### src/rtl/spi_dbm_pkg.sv
package spi_dbm_pkg;
  localparam int PRE_W = 3;
  localparam int DIV_W = 3;

  typedef struct packed {
    logic       rx_full;
    logic       overrun;
    logic       tx_empty;
    logic [4:0] zero;
  } spi_status_t;

  // half of one serial clock period, in bus cycles
  function automatic int unsigned half_cycles(input logic [PRE_W-1:0] pre,
                                              input logic [DIV_W-1:0] div);
    return (32'(pre) + 32'd1) << div;
  endfunction
endpackage

### src/rtl/spi_dbm_clkdiv.sv
module spi_dbm_clkdiv #(
  parameter int CNT_W = 11
) (
  input  logic             clk,
  input  logic             rst,
  input  logic             run,
  input  logic [CNT_W-1:0] half,
  output logic             tick
);
  logic [CNT_W-1:0] cnt;
  logic             at_end;

  assign at_end = (cnt >= half - CNT_W'(1));
  assign tick   = run && at_end;

  always_ff @(posedge clk) begin
    if (rst || !run)  cnt <= '0;
    else if (at_end)  cnt <= '0;
    else              cnt <= cnt + CNT_W'(1);
  end
endmodule

### src/rtl/spi_dbm_shifter.sv
module spi_dbm_shifter #(
  parameter int DW = 8
) (
  input  logic          clk,
  input  logic          rst,
  input  logic          tick,
  input  logic          load_req,
  input  logic [DW-1:0] load_data,
  input  logic          miso,
  output logic          sclk,
  output logic          mosi,
  output logic          active,
  output logic          take,
  output logic          done,
  output logic [DW-1:0] rx_byte
);
  localparam int BW = $clog2(DW);

  logic [DW-1:0] tx_sh;
  logic [DW-1:0] rx_sh;
  logic [BW-1:0] bit_cnt;
  logic          last;

  assign last    = (bit_cnt == BW'(DW - 1));
  assign done    = active && tick && sclk && last;
  assign take    = (!active && load_req) || (done && load_req);
  assign mosi    = active && tx_sh[DW-1];
  assign rx_byte = rx_sh;

  always_ff @(posedge clk) begin
    if (rst) begin
      active  <= 1'b0;
      sclk    <= 1'b0;
      tx_sh   <= '0;
      rx_sh   <= '0;
      bit_cnt <= '0;
    end else if (!active) begin
      if (load_req) begin
        active  <= 1'b1;
        tx_sh   <= load_data;
        bit_cnt <= '0;
        sclk    <= 1'b0;
      end
    end else if (tick) begin
      if (!sclk) begin
        sclk  <= 1'b1;
        rx_sh <= {rx_sh[DW-2:0], miso};
      end else begin
        sclk <= 1'b0;
        if (last) begin
          if (load_req) begin
            tx_sh   <= load_data;
            bit_cnt <= '0;
          end else begin
            active <= 1'b0;
          end
        end else begin
          tx_sh   <= {tx_sh[DW-2:0], 1'b0};
          bit_cnt <= bit_cnt + BW'(1);
        end
      end
    end
  end
endmodule

### src/rtl/spi_dbm_flags.sv
module spi_dbm_flags #(
  parameter int DW = 8
) (
  input  logic          clk,
  input  logic          rst,
  input  logic          stat_rd,
  input  logic          data_rd,
  input  logic          data_wr,
  input  logic [DW-1:0] wdata,
  input  logic          take,
  input  logic          done,
  input  logic [DW-1:0] rx_byte,
  output logic          tx_full,
  output logic [DW-1:0] tx_buf,
  output logic          rx_full,
  output logic          overrun,
  output logic [DW-1:0] rx_data,
  output logic          wr_accept,
  output logic          rd_release
);
  logic arm_tx;
  logic arm_rx;

  assign wr_accept  = data_wr && arm_tx && !tx_full;
  assign rd_release = data_rd && arm_rx && rx_full;

  always_ff @(posedge clk) begin
    if (rst) begin
      tx_full <= 1'b0;
      tx_buf  <= '0;
      arm_tx  <= 1'b0;
    end else begin
      if (wr_accept) begin
        tx_full <= 1'b1;
        tx_buf  <= wdata;
        arm_tx  <= 1'b0;
      end else begin
        if (take)                 tx_full <= 1'b0;
        if (stat_rd && !tx_full)  arm_tx  <= 1'b1;
      end
    end
  end

  always_ff @(posedge clk) begin
    if (rst) begin
      rx_full <= 1'b0;
      overrun <= 1'b0;
      rx_data <= '0;
      arm_rx  <= 1'b0;
    end else begin
      if (done) begin
        rx_data <= rx_byte;
        rx_full <= 1'b1;
        if (rx_full && !rd_release) overrun <= 1'b1;
        else if (rd_release)        overrun <= 1'b0;
      end else if (rd_release) begin
        rx_full <= 1'b0;
        overrun <= 1'b0;
      end
      if (rd_release)               arm_rx <= 1'b0;
      else if (stat_rd && rx_full)  arm_rx <= 1'b1;
    end
  end
endmodule

### src/rtl/spi_dbuf_master.sv
module spi_dbuf_master
  import spi_dbm_pkg::*;
#(
  parameter int DW = 8
) (
  input  logic          clk,
  input  logic          rst,
  input  logic          bus_wr,
  input  logic          bus_rd,
  input  logic [1:0]    bus_addr,
  input  logic [DW-1:0] bus_wdata,
  output logic [DW-1:0] bus_rdata,
  output logic          sclk,
  output logic          mosi,
  input  logic          miso,
  output logic          busy
);
  localparam int CNT_W = PRE_W + (1 << DIV_W);
  localparam logic [1:0] A_CTRL = 2'd0;
  localparam logic [1:0] A_BAUD = 2'd1;
  localparam logic [1:0] A_STAT = 2'd2;
  localparam logic [1:0] A_DATA = 2'd3;

  logic [DW-1:0]    ctrl_q;
  logic [DW-1:0]    baud_q;
  logic [CNT_W-1:0] half;
  logic             half_tick;
  logic             buf_take;
  logic             byte_done;
  logic             active;
  logic [DW-1:0]    rx_byte;
  logic             tx_full;
  logic [DW-1:0]    tx_buf;
  logic             rx_full;
  logic             ovr_flag;
  logic [DW-1:0]    rx_data;
  logic             wr_accept;
  logic             rd_release;
  logic             tx_empty;
  logic             stat_rd;
  logic             data_rd;
  logic             data_wr;
  spi_status_t      status;

  assign stat_rd  = bus_rd && (bus_addr == A_STAT);
  assign data_rd  = bus_rd && (bus_addr == A_DATA);
  assign data_wr  = bus_wr && (bus_addr == A_DATA);
  assign tx_empty = !tx_full;
  assign busy     = active;
  assign half     = CNT_W'(half_cycles(baud_q[4 +: PRE_W], baud_q[0 +: DIV_W]));

  always_ff @(posedge clk) begin
    if (rst) begin
      ctrl_q <= '0;
      baud_q <= '0;
    end else if (bus_wr) begin
      if (bus_addr == A_CTRL) ctrl_q <= bus_wdata;
      if (bus_addr == A_BAUD) baud_q <= bus_wdata;
    end
  end

  always_comb begin
    status = '{rx_full: rx_full, overrun: ovr_flag, tx_empty: tx_empty, zero: 5'd0};
    unique case (bus_addr)
      A_CTRL:  bus_rdata = ctrl_q;
      A_BAUD:  bus_rdata = baud_q;
      A_STAT:  bus_rdata = DW'(status);
      default: bus_rdata = rx_data;
    endcase
  end

  spi_dbm_clkdiv #(.CNT_W(CNT_W)) u_div (
    .clk(clk), .rst(rst), .run(active), .half(half), .tick(half_tick)
  );

  spi_dbm_shifter #(.DW(DW)) u_shift (
    .clk(clk), .rst(rst), .tick(half_tick),
    .load_req(tx_full && ctrl_q[0]), .load_data(tx_buf), .miso(miso),
    .sclk(sclk), .mosi(mosi), .active(active), .take(buf_take),
    .done(byte_done), .rx_byte(rx_byte)
  );

  spi_dbm_flags #(.DW(DW)) u_flags (
    .clk(clk), .rst(rst), .stat_rd(stat_rd), .data_rd(data_rd),
    .data_wr(data_wr), .wdata(bus_wdata), .take(buf_take), .done(byte_done),
    .rx_byte(rx_byte), .tx_full(tx_full), .tx_buf(tx_buf), .rx_full(rx_full),
    .overrun(ovr_flag), .rx_data(rx_data), .wr_accept(wr_accept),
    .rd_release(rd_release)
  );
endmodule

### config.mk
export PLATFORM = sky130hd
export DESIGN_NAME = spi_dbuf_master
export DESIGN_NICKNAME = d
export VERILOG_FILES = /design/src/rtl/spi_dbm_pkg.sv /design/src/rtl/spi_dbm_clkdiv.sv /design/src/rtl/spi_dbm_shifter.sv /design/src/rtl/spi_dbm_flags.sv /design/src/rtl/spi_dbuf_master.sv
export SDC_FILE = /design/constraint.sdc
export NUM_CORES = 1
export LEC_CHECK = 0
export ABC_AREA = 1
export BUFFER_PORTS_ARGS = -buffer_cell sky130_fd_sc_hd__buf_4
export CORE_UTILIZATION = 60
export CTS_CLUSTER_SIZE = 24
export DETAILED_ROUTE_END_ITERATION = 16
export PLACE_DENSITY = 0.91
export SLEW_MARGIN = 25
export SYNTH_ARGS = -nofsm -noshare
export SYNTH_HDL_FRONTEND = slang
export SYNTH_SLANG_ARGS = --single-unit
### constraint.sdc
create_clock -name clk -period 5.18 [get_ports clk]
set_clock_uncertainty 0.2 [all_clocks]
set_input_delay 1.554 -clock clk [delete_from_list [all_inputs] [get_ports clk]]
set_output_delay 1.554 -clock clk [all_outputs]
set_load 0.05 [all_outputs]
Word level (Yosys, flattened, before mapping)
Cells that the tools add are included.
{"block": "totals", "output_inout_bits": 11, "regBits": 69, "elab_cells": 90}
{"block": "classes", "eq_ne": 6, "n_mux": 27, "order_cmp": 1, "bitwise": 1, "reduce_logical": 35, "n_addsub": 4, "shifts": 1}
{"cell": "two-way mux 8 bit", "n": 5}
{"cell": "one-hot mux 8 bit (3 select lines)", "n": 1}
{"cell": "logical AND 1 bit", "n": 18}
{"cell": "two-way mux 1 bit", "n": 16}
{"cell": "two-way mux 3 bit", "n": 5}
{"cell": "adder 11 x 1 -> 11 bit (second input constant)", "n": 1}
{"cell": ">= comparator 11 bit", "n": 1}
{"cell": "left shift 4 x 3 -> 11 bit", "n": 1}
{"cell": "subtractor 11 x 1 -> 11 bit (second input constant)", "n": 1}
{"cell": "AND reduction 2 bit", "n": 4}
{"cell": "nonzero test 2 bit", "n": 3}
{"cell": "OR reduction 2 bit", "n": 3}
{"cell": "adder 3 x 1 -> 4 bit (second input constant)", "n": 1}
{"cell": "equality test 2 bit (second input constant)", "n": 2}
{"cell": "!= test 2 x 1 -> 1 bit (second input constant)", "n": 2}
{"cell": "adder 3 x 1 -> 3 bit (second input constant)", "n": 1}
{"cell": "equality test 3 bit (second input constant)", "n": 1}
{"cell": "logical NOT 1 bit", "n": 3}
{"cell": "AND reduction 3 bit", "n": 1}
{"cell": "equality test 2 x 1 -> 1 bit (second input constant)", "n": 1}
{"cell": "logical NOT 2 bit", "n": 1}
{"cell": "logical OR 1 bit", "n": 2}
{"cell": "inverter 1 bit", "n": 1}

Depth between registers and ports, before layout
Gate-level depths: netlist of the first run.
{"block": "logic_depth", "word_depth": 12, "depth_mapped": 26, "ltp_nobuf": 26}

Modules after synthesis
Synthesis of the first run repeated with hierarchy kept, for this count alone.
{"block": "unflattened", "hier_cells": 570, "hier_area_um2": 3888.7}
{"mod": "spi_dbuf_master", "n_inst": 1, "cells_each": 162, "area_per_inst_um2": 1061.0}
{"mod": "spi_dbm_clkdiv", "n_inst": 1, "cells_each": 151, "area_per_inst_um2": 1023.5}
{"mod": "spi_dbm_shifter", "n_inst": 1, "cells_each": 148, "area_per_inst_um2": 998.5}
{"mod": "spi_dbm_flags", "n_inst": 1, "cells_each": 109, "area_per_inst_um2": 805.8}

Least setup slack after synthesis of the first run
Ideal clock, no wire load.
{"block": "synth_timing", "path_type": "in2out", "from": "input port bus_addr[1]", "to": "output port bus_rdata[6]", "n_path_buf": 1, "slack_ns": 0.580, "required_time_ns": 3.426, "arrival_ns": 2.846, "path_stages": 5, "cell_sequence": "buf_2 > inv_1 > nor2_1 > nand2_1 > a21oi_1"}
{"block": "synth_via", "elab_chain_cells": 2}
{"element": "start, declared", "line_no": "spi_dbuf_master.sv:10", "rtl": "input logic [1:0] bus_addr,"}
{"element": "equality test 2 bit, or another cell as far along", "line_no": "spi_dbuf_master.sv:64", "rtl": "unique case (bus_addr)"}
{"element": "one-hot mux 8 bit (3 select lines) (*)", "line_no": "spi_dbuf_master.sv:64"}
{"element": "end, declared", "line_no": "spi_dbuf_master.sv:12", "rtl": "output logic [DW-1:0] bus_rdata,"}
Every way passes the cells marked *; elsewhere a longest branch is shown, timed or not.

Final worst setup path of the first run
{"block": "layout_timing", "from": "input port bus_addr[0]", "to": "output port bus_rdata[3]"}
The elaborated chain is that of the path after synthesis.

==> summary.md, run 1 <==
| Metric | Value |
|---|---|
| Ys async rst share | 0% |
| First-pass GRT wire length | 13700 um |
| Crit path required time | 3.43 ns |
| Initial antenna violation count | 0 |
| Vias per cell | 5.66 |
| Seq pwr share | 43.6% |
| CTS sink count | 69 |
| Largest delay share family, worst path | simple AND/OR/NAND/NOR gates |
| Rows | 28 |
| Clk network pwr share | 42.0% |
| Worst EP arrival | 2.72 ns |
| Combinational Power Share | 14.4% |
| Hold Fails Final Rpt | 0 |
| Post-synthesis sequential area ratio | 37.9% |
| Syn_nets | 553 |
| Register area | 1380 um2 |
| TNS Setup | 0 ns |
| Post-synth top area share | 37.9% |
| Slowest CP cell | nor2_1 |
| Clock Latency Late Sink | 0.35 ns |
| Yosys warns | 0 |
| Die Wd | 79.9 um |
| Cell area after synthesis | 3640 um2 |
| Routability cong. | 0.911 |
| #FFs+latches synth | 69 |
| Multi-input gate area | 1940 um2 |
| Routed length per placed instance | 13.4 um |
| GR peak layer | met2 |
| Largest cells by area after synthesis | dfxtp_1 38%, nand2_1 10%, nor2_1 7.0% |
| Most frequent cells in the layout | 99 x nand2_1, 69 x dfxtp_1, 68 x nor2_1, 55 x inv_1, 49 x o21ai_0 |
| Post-CTS Hold Buffers | 0 |
| Post_cts resized | 0 |
| MaxCap Viol Count | 0 |
| Fillcell total | 493 |
| Via count | 3512 |
| Syn Inst Count | 522 |
| Worst hold slack | 0.248 ns |
| Area delta synth->final | 11.8% |
| ANT nets after route | 0 |
| Final setup viols | 0 |
| DRC Markers | 0 |
| Switch share | 27.6% |
| Fin. max-slew vios | 0 |
| Number of synthesized flops with an enable pin | 0 |
| Distinct cells, synth | 29 |
| Max VDD drop | 280 uV |
| GRT Resource Usage Total | 27.7% |
| Worst hold path class | reg -> reg |
| Input/output buffers | 25 |
| CP max stage delay | 0.51 ns |
| Cell Chain, Critical Path | buf_4, inv_1, nor2_1, nand2_1, nand3_1, buf_4 |
| Crit Path Max Fanout | 11 |
| Met2 Use GR | 48.1% |
| Met1 global-route usage | 31.0% |
| I/O Pins | 26 |
| Share of layout cells above drive strength 1 | 11.7% |
| Setup crit start kind | input port |
| CTS tree | yes |
| DP Wirelength | 5980 um |
| Worst slew margin | 55.2% |
| Nets | 571 |
| Via count of the first global-routing pass | 3146 |
| Die area | 6390 um2 |
| Core area | 5890 um2 |
| DRT Pass-1 Iters | 5 |
| Die height | 79.9 um |
| Top FF cell, synth | dfxtp_1 |
| CTS root buf | clkbuf_8 |
| CTS Buf Count | 9 |
| Number of H-tree levels | 3 |
| Most frequent CP cell | buf_4 |
| Total congestion overflow | 0 |
| Pwr/cell area | 313 nW/um2 |
| CP Class | in -> out |
| Power Internal | 0.000922 W |
| Period minus WS final | 4.48 ns |
| ANT cells | 0 |
| CP Capture Type | primary output |
| Initial Utilization | 61.9% |
| Period utilization | 86.4% |
| Most common cell after layout, fill and taps aside | nand2_1 |
| Max Fclk | 223 MHz |
| Max Root-Sink Buffers | 2 |
| CP bufs+invs | 3 |
| Status | complete, no violations |
| Cell taking the most area after synthesis | dfxtp_1 |
| Setup Buffers After CTS | 0 |
| Met3 Usage GRT | 8.69% |
| Initial drt markers | 172 |
| Clock transition at the registers of the reported paths | 0.08 ns |
| Detailed Route WL | 8300 um |
| Worst slew pin tran | 0.669 ns |
| Net Switching | 0.000351 W |
| Avg Cell Area, Syn | 6.98 um2 |
| Largest net degree at the start of global routing | 40 |
| RSZ-0062 raised after global routing | no |
| P_leak | 1.75 nW |
==> layout make-up <==
class	count	share of cell area [%]
Inverter	58	5.35
Sequential cell	69	33.9
Clock buffer	9	3.04
Clock inverter	7	2.98
Multi-Input combinational cell	376	47.6
Tap cell	75	2.30
Timing Repair Buffer	26	4.79
==> cells in the mapped netlist (all sizes together) (5+ instances only) <==
cell type,number
o31ai,6
buf,11
ha,16
nor2,74
a21oi,47
dfxtp,69
nand4,10
inv,58
clkbuf,8
nand2,105
nand3,44
nor3,6
xor2,5
o21ai,51
==> routing by layer <==
metal,vias to the layer above,share of wire [%]
met3,29,5.4
li1,1751,-
met2,103,50
met1,1629,42
met5,-,0
met4,0,2.8
==> tightest hold or removal path, delay by kind of cell, from the launching register on <==
family                 cells  cell delay (ns)
AO/OA/AOI/OAI              1             0.05
buffers and inverters      1             0.04
flip-flops                 1             0.31
==> logic make-up after synthesis <==
group	Yosys count	synth area share, %
simple gates	242	30.0
xor+xnor	9	2.16
fa+ha+maj	16	5.50
buf+inv	77	8.83
compound gates	109	15.6
flops	69	37.9
==> through the flow <==
step	setup WS [ns]	cells	utilization, %	area [um2]	total power (W)
6_report	0.703	620	69.2	4070	0.00127
3_5_place_dp	0.761	604	65.0	3830	0.000746
2_1_floorplan	0.580	522	-	3640	0.000704
3_3_place_gp	0.812	604	65.0	3830	0.000740
5_1_grt	0.611	620	69.2	4070	0.00133
4_1_cts	0.757	620	69.2	4070	0.00127
==> registers in the layout, indices dropped and copies added, names as in the netlist, named ones only <==
| signal | cells |
|---|---|
| baud_q | 8 |
| ctrl_q | 8 |
| u_div.cnt | 11 |
| u_flags.arm_rx | 1 |
| u_flags.arm_tx | 1 |
| u_flags.rx_data | 8 |
| u_flags.rx_full | 1 |
| u_flags.tx_buf | 8 |
| u_flags.tx_full | 1 |
| u_shift.active | 1 |
| u_shift.bit_cnt | 3 |
| u_shift.rx_byte | 8 |
| u_shift.sclk | 1 |
| u_shift.tx_sh | 8 |
==> power groups by stage <==
stage | registers [W] | logic [W] | clock network [W]
finish | 0.000555 | 0.000183 | 0.000535
global placement | 0.000567 | 0.000173 | 0
floorplan | 0.000564 | 0.000140 | 0
detailed placement | 0.000567 | 0.000180 | 0
CTS | 0.000555 | 0.000181 | 0.000539
global route | 0.000556 | 0.000205 | 0.000567
==> final timing paths <==
| check | start | end | slack, ns | depth (start not counted) |
|---|---|---|---|---|
| max reg2reg | baud_q[5] | u_shift.tx_sh[5] | 1.48 | 19 |
| min | register | register | 0.25 | 2 |
| min reg2reg | register | register | 0.25 | 2 |
| max | bus_addr[0] | bus_rdata[3] | 0.70 | 6 |
Note: power is estimated with default switching activity, not from simulation.
==> inputs of run 2 (changes only) <==
--- a/config.mk
+++ b/config.mk
@@ -7,11 +7,12 @@
 export LEC_CHECK = 0
 export ABC_AREA = 1
 export BUFFER_PORTS_ARGS = -buffer_cell sky130_fd_sc_hd__buf_4
+export CORE_MARGIN = 2
 export CORE_UTILIZATION = 60
-export CTS_CLUSTER_SIZE = 24
 export DETAILED_ROUTE_END_ITERATION = 16
 export PLACE_DENSITY = 0.91
 export SLEW_MARGIN = 25
 export SYNTH_ARGS = -nofsm -noshare
 export SYNTH_HDL_FRONTEND = slang
 export SYNTH_SLANG_ARGS = --single-unit
+export TNS_END_PERCENT = 1
==> run 2 against run 1 <==
  * Sequential power barely moved
  * Via count up 1.9%
  * Combinational power about the same
  * Critical path type unchanged
  * Largest cell class unchanged
  * Highest routed layer unchanged
==> summary.md, run 2 (synthesis gave the netlist of run 1 again) <==
| Metric | Value |
|---|---|
| Setup WS post-layout | 0.701 ns (-0.00211 ns) |
| MaxCap Viol Count | 0 (unchanged) |
| Worst hold slack | 0.253 ns (+0.00557 ns) |
| Routed length per placed instance | 13.7 um (+2.2%) |
| ANT nets after route | 0 (unchanged) |
| Share of layout cells above drive strength 1 | 11.7% (unchanged) |
| First-pass GRT wire length | 14300 um (+4.8%) |
| Die height | 81.9 um (+2.5%) |
| Post-CTS Hold Buffers | 0 (unchanged) |
| Worst hold path class | reg -> reg |
| Max FFs per register | 11 (unchanged) |
| Setup crit start kind | input port |
| Max Fclk | 223 MHz (about the same) |
| RSZ-0062 raised after global routing | no |
| Vias per cell | 5.77 (+1.9%) |
| CTS Buf Count | 9 (unchanged) |
| Via count of the first global-routing pass | 3345 (+6.3%) |
| Clock transition at the registers of the reported paths | 0.08 ns (about the same) |
| Initial drt markers | 340 (+98%) |
| Hold Fails Final Rpt | 0 (unchanged) |
| DRC Markers | 0 (unchanged) |
| R2r startpoint | baud_q[4] |
| DRT Pass-1 Iters | 8 (+3) |
| Largest net degree at the start of global routing | 41 (+2.5%) |
| Initial Utilization | 61.9% (unchanged) |
| Most common cell after layout, fill and taps aside | nand2_1 |
| ANT cells | 0 (unchanged) |
| Area delta synth->final | 11.4% |
| DP Wirelength | 6060 um (+1.3%) |
| P_leak | 1.73 nW (-0.63%) |
| Die area | 6710 um2 (+5.1%) |
| CP Class | in -> out |
| Initial antenna violation count | 0 (unchanged) |
| Crit path required time | 3.43 ns (about the same) |
| Core Util, Final | 68.9% (-0.28 points) |
| Final setup viols | 0 (unchanged) |
| I/O Pins | 26 (unchanged) |
| Pwr/cell area | 308 nW/um2 (-1.5%) |
| TNS Setup | 0 ns (unchanged) |
| R2R Path End | u_shift.tx_sh[3] |
| Core area | 5890 um2 (unchanged) |
| Hold depth | 2 (unchanged) |
| Max VDD drop | 243 uV (-13%) |
| Top reg by flops | u_div.cnt |
| Period utilization | 86.5% (about the same) |
| GRT Resource Usage Total | 27.5% (-0.19 points) |
| Fillcell total | 500 (+1.4%) |
| Number of H-tree levels | 3 (unchanged) |
| Setup WS pre-CTS | 0.737 ns (-0.0242 ns) |
| Period minus WS final | 4.48 ns (+0.00211 ns) |
| CTS root buf | clkbuf_8 |
| Reg-to-reg setup timing slack | 1.47 ns (about the same) |
| CP Capture Type | primary output |
| Fin. max-slew vios | 0 (unchanged) |
| Via count | 3577 (+1.9%) |
| Rows | 28 (unchanged) |
| CTS tree | yes |
| Worst slew margin | 57.3% (+2.0 points) |
| Die Wd | 81.9 um (+2.5%) |
| Worst EP arrival | 2.72 ns (about the same) |
| Worst slew pin tran | 0.639 ns (-0.0300 ns) |
| CTS sink count | 69 (unchanged) |
| Most frequent cells in the layout | 99 x nand2_1, 69 x dfxtp_1, 68 x nor2_1, 55 x inv_1, 49 x o21ai_0 |
| Crit Path Max Fanout | 11 (unchanged) |
| Status | complete, no violations |
| Max Root-Sink Buffers | 2 (unchanged) |
| Post_cts resized | 0 (unchanged) |
| Total congestion overflow | 0 (unchanged) |
| Detailed Route WL | 8480 um (+2.2%) |
| Routability cong. | 0.961 (+5.4%) |
| Nets | 571 (unchanged) |
| Clock Latency Late Sink | 0.35 ns (about the same) |
| Input/output buffers | 25 (unchanged) |
| Setup Buffers After CTS | 0 (unchanged) |
| Reg2Reg Depth | 20 (+1) |
==> run 2: cell types whose count changed in the layout (fill, tap and decap cells not counted) <==
cell,delta
clkinv_2,-1
bufinv_16,-1
clkinv_4,-2
clkinvlp_4,+1
inv_8,+1
inv_6,+2
==> run 2: per-stage QoR <==
step	total power (W)	std cells	instance area, um2
CTS	0.00125	620	4060
global placement	0.000740	604	3830
finish	0.00125	620	4060
global route	0.00130	620	4060
detailed placement	0.000749	604	3830
floorplan	0.000704	522	3640
==> run 2: worst max-delay path by stage <==
stage                startpoint            to
floorplan           bus_addr[1]  bus_rdata[6]
CTS                 bus_addr[0]  bus_rdata[5]
global placement    bus_addr[0]  bus_rdata[5]
finish              bus_addr[0]  bus_rdata[5]
global route        bus_addr[0]  bus_rdata[5]
detailed placement  bus_addr[0]  bus_rdata[5]
==> run 2: cell type report <==
cell class              instances  area (um2)  share of cell area (%)
multi-input cells             376        1940                    47.8
flip-flops and latches         69        1380                    34.1
inverters                      58         218                    5.37
repair buffers                 26         195                    4.81
clock buffers                   9         124                    3.05
clock inverters                 7         105                    2.59
well taps                      75        93.8                    2.31
==> run 2: per-layer routing <==
| metal | global-route usage (%) | vias up | share of wire, % |
|---|---|---|---|
| met3 | 6.81 | 44 | 5.2 |
| met5 | 0 | - | 0 |
| met1 | 31.4 | 1651 | 41 |
| met4 | 12.5 | 0 | 4.2 |
| met2 | 48.1 | 133 | 50 |
| li1 | - | 1749 | - |
==> run 2: report_power, final <==
group	internal, W	switching, W	total, W
Sequential	0.000542	0.0000134	0.000555
Combinational	0.0000589	0.000127	0.000186
Clock	0.000279	0.000229	0.000508
==> run 2: worst max-delay path: stages <==
cell	delay, ns
buf_4	0.14
inv_1	0.06
nor2_1	0.49
nand2_1	0.14
nand4_1	0.13
buf_4	0.20
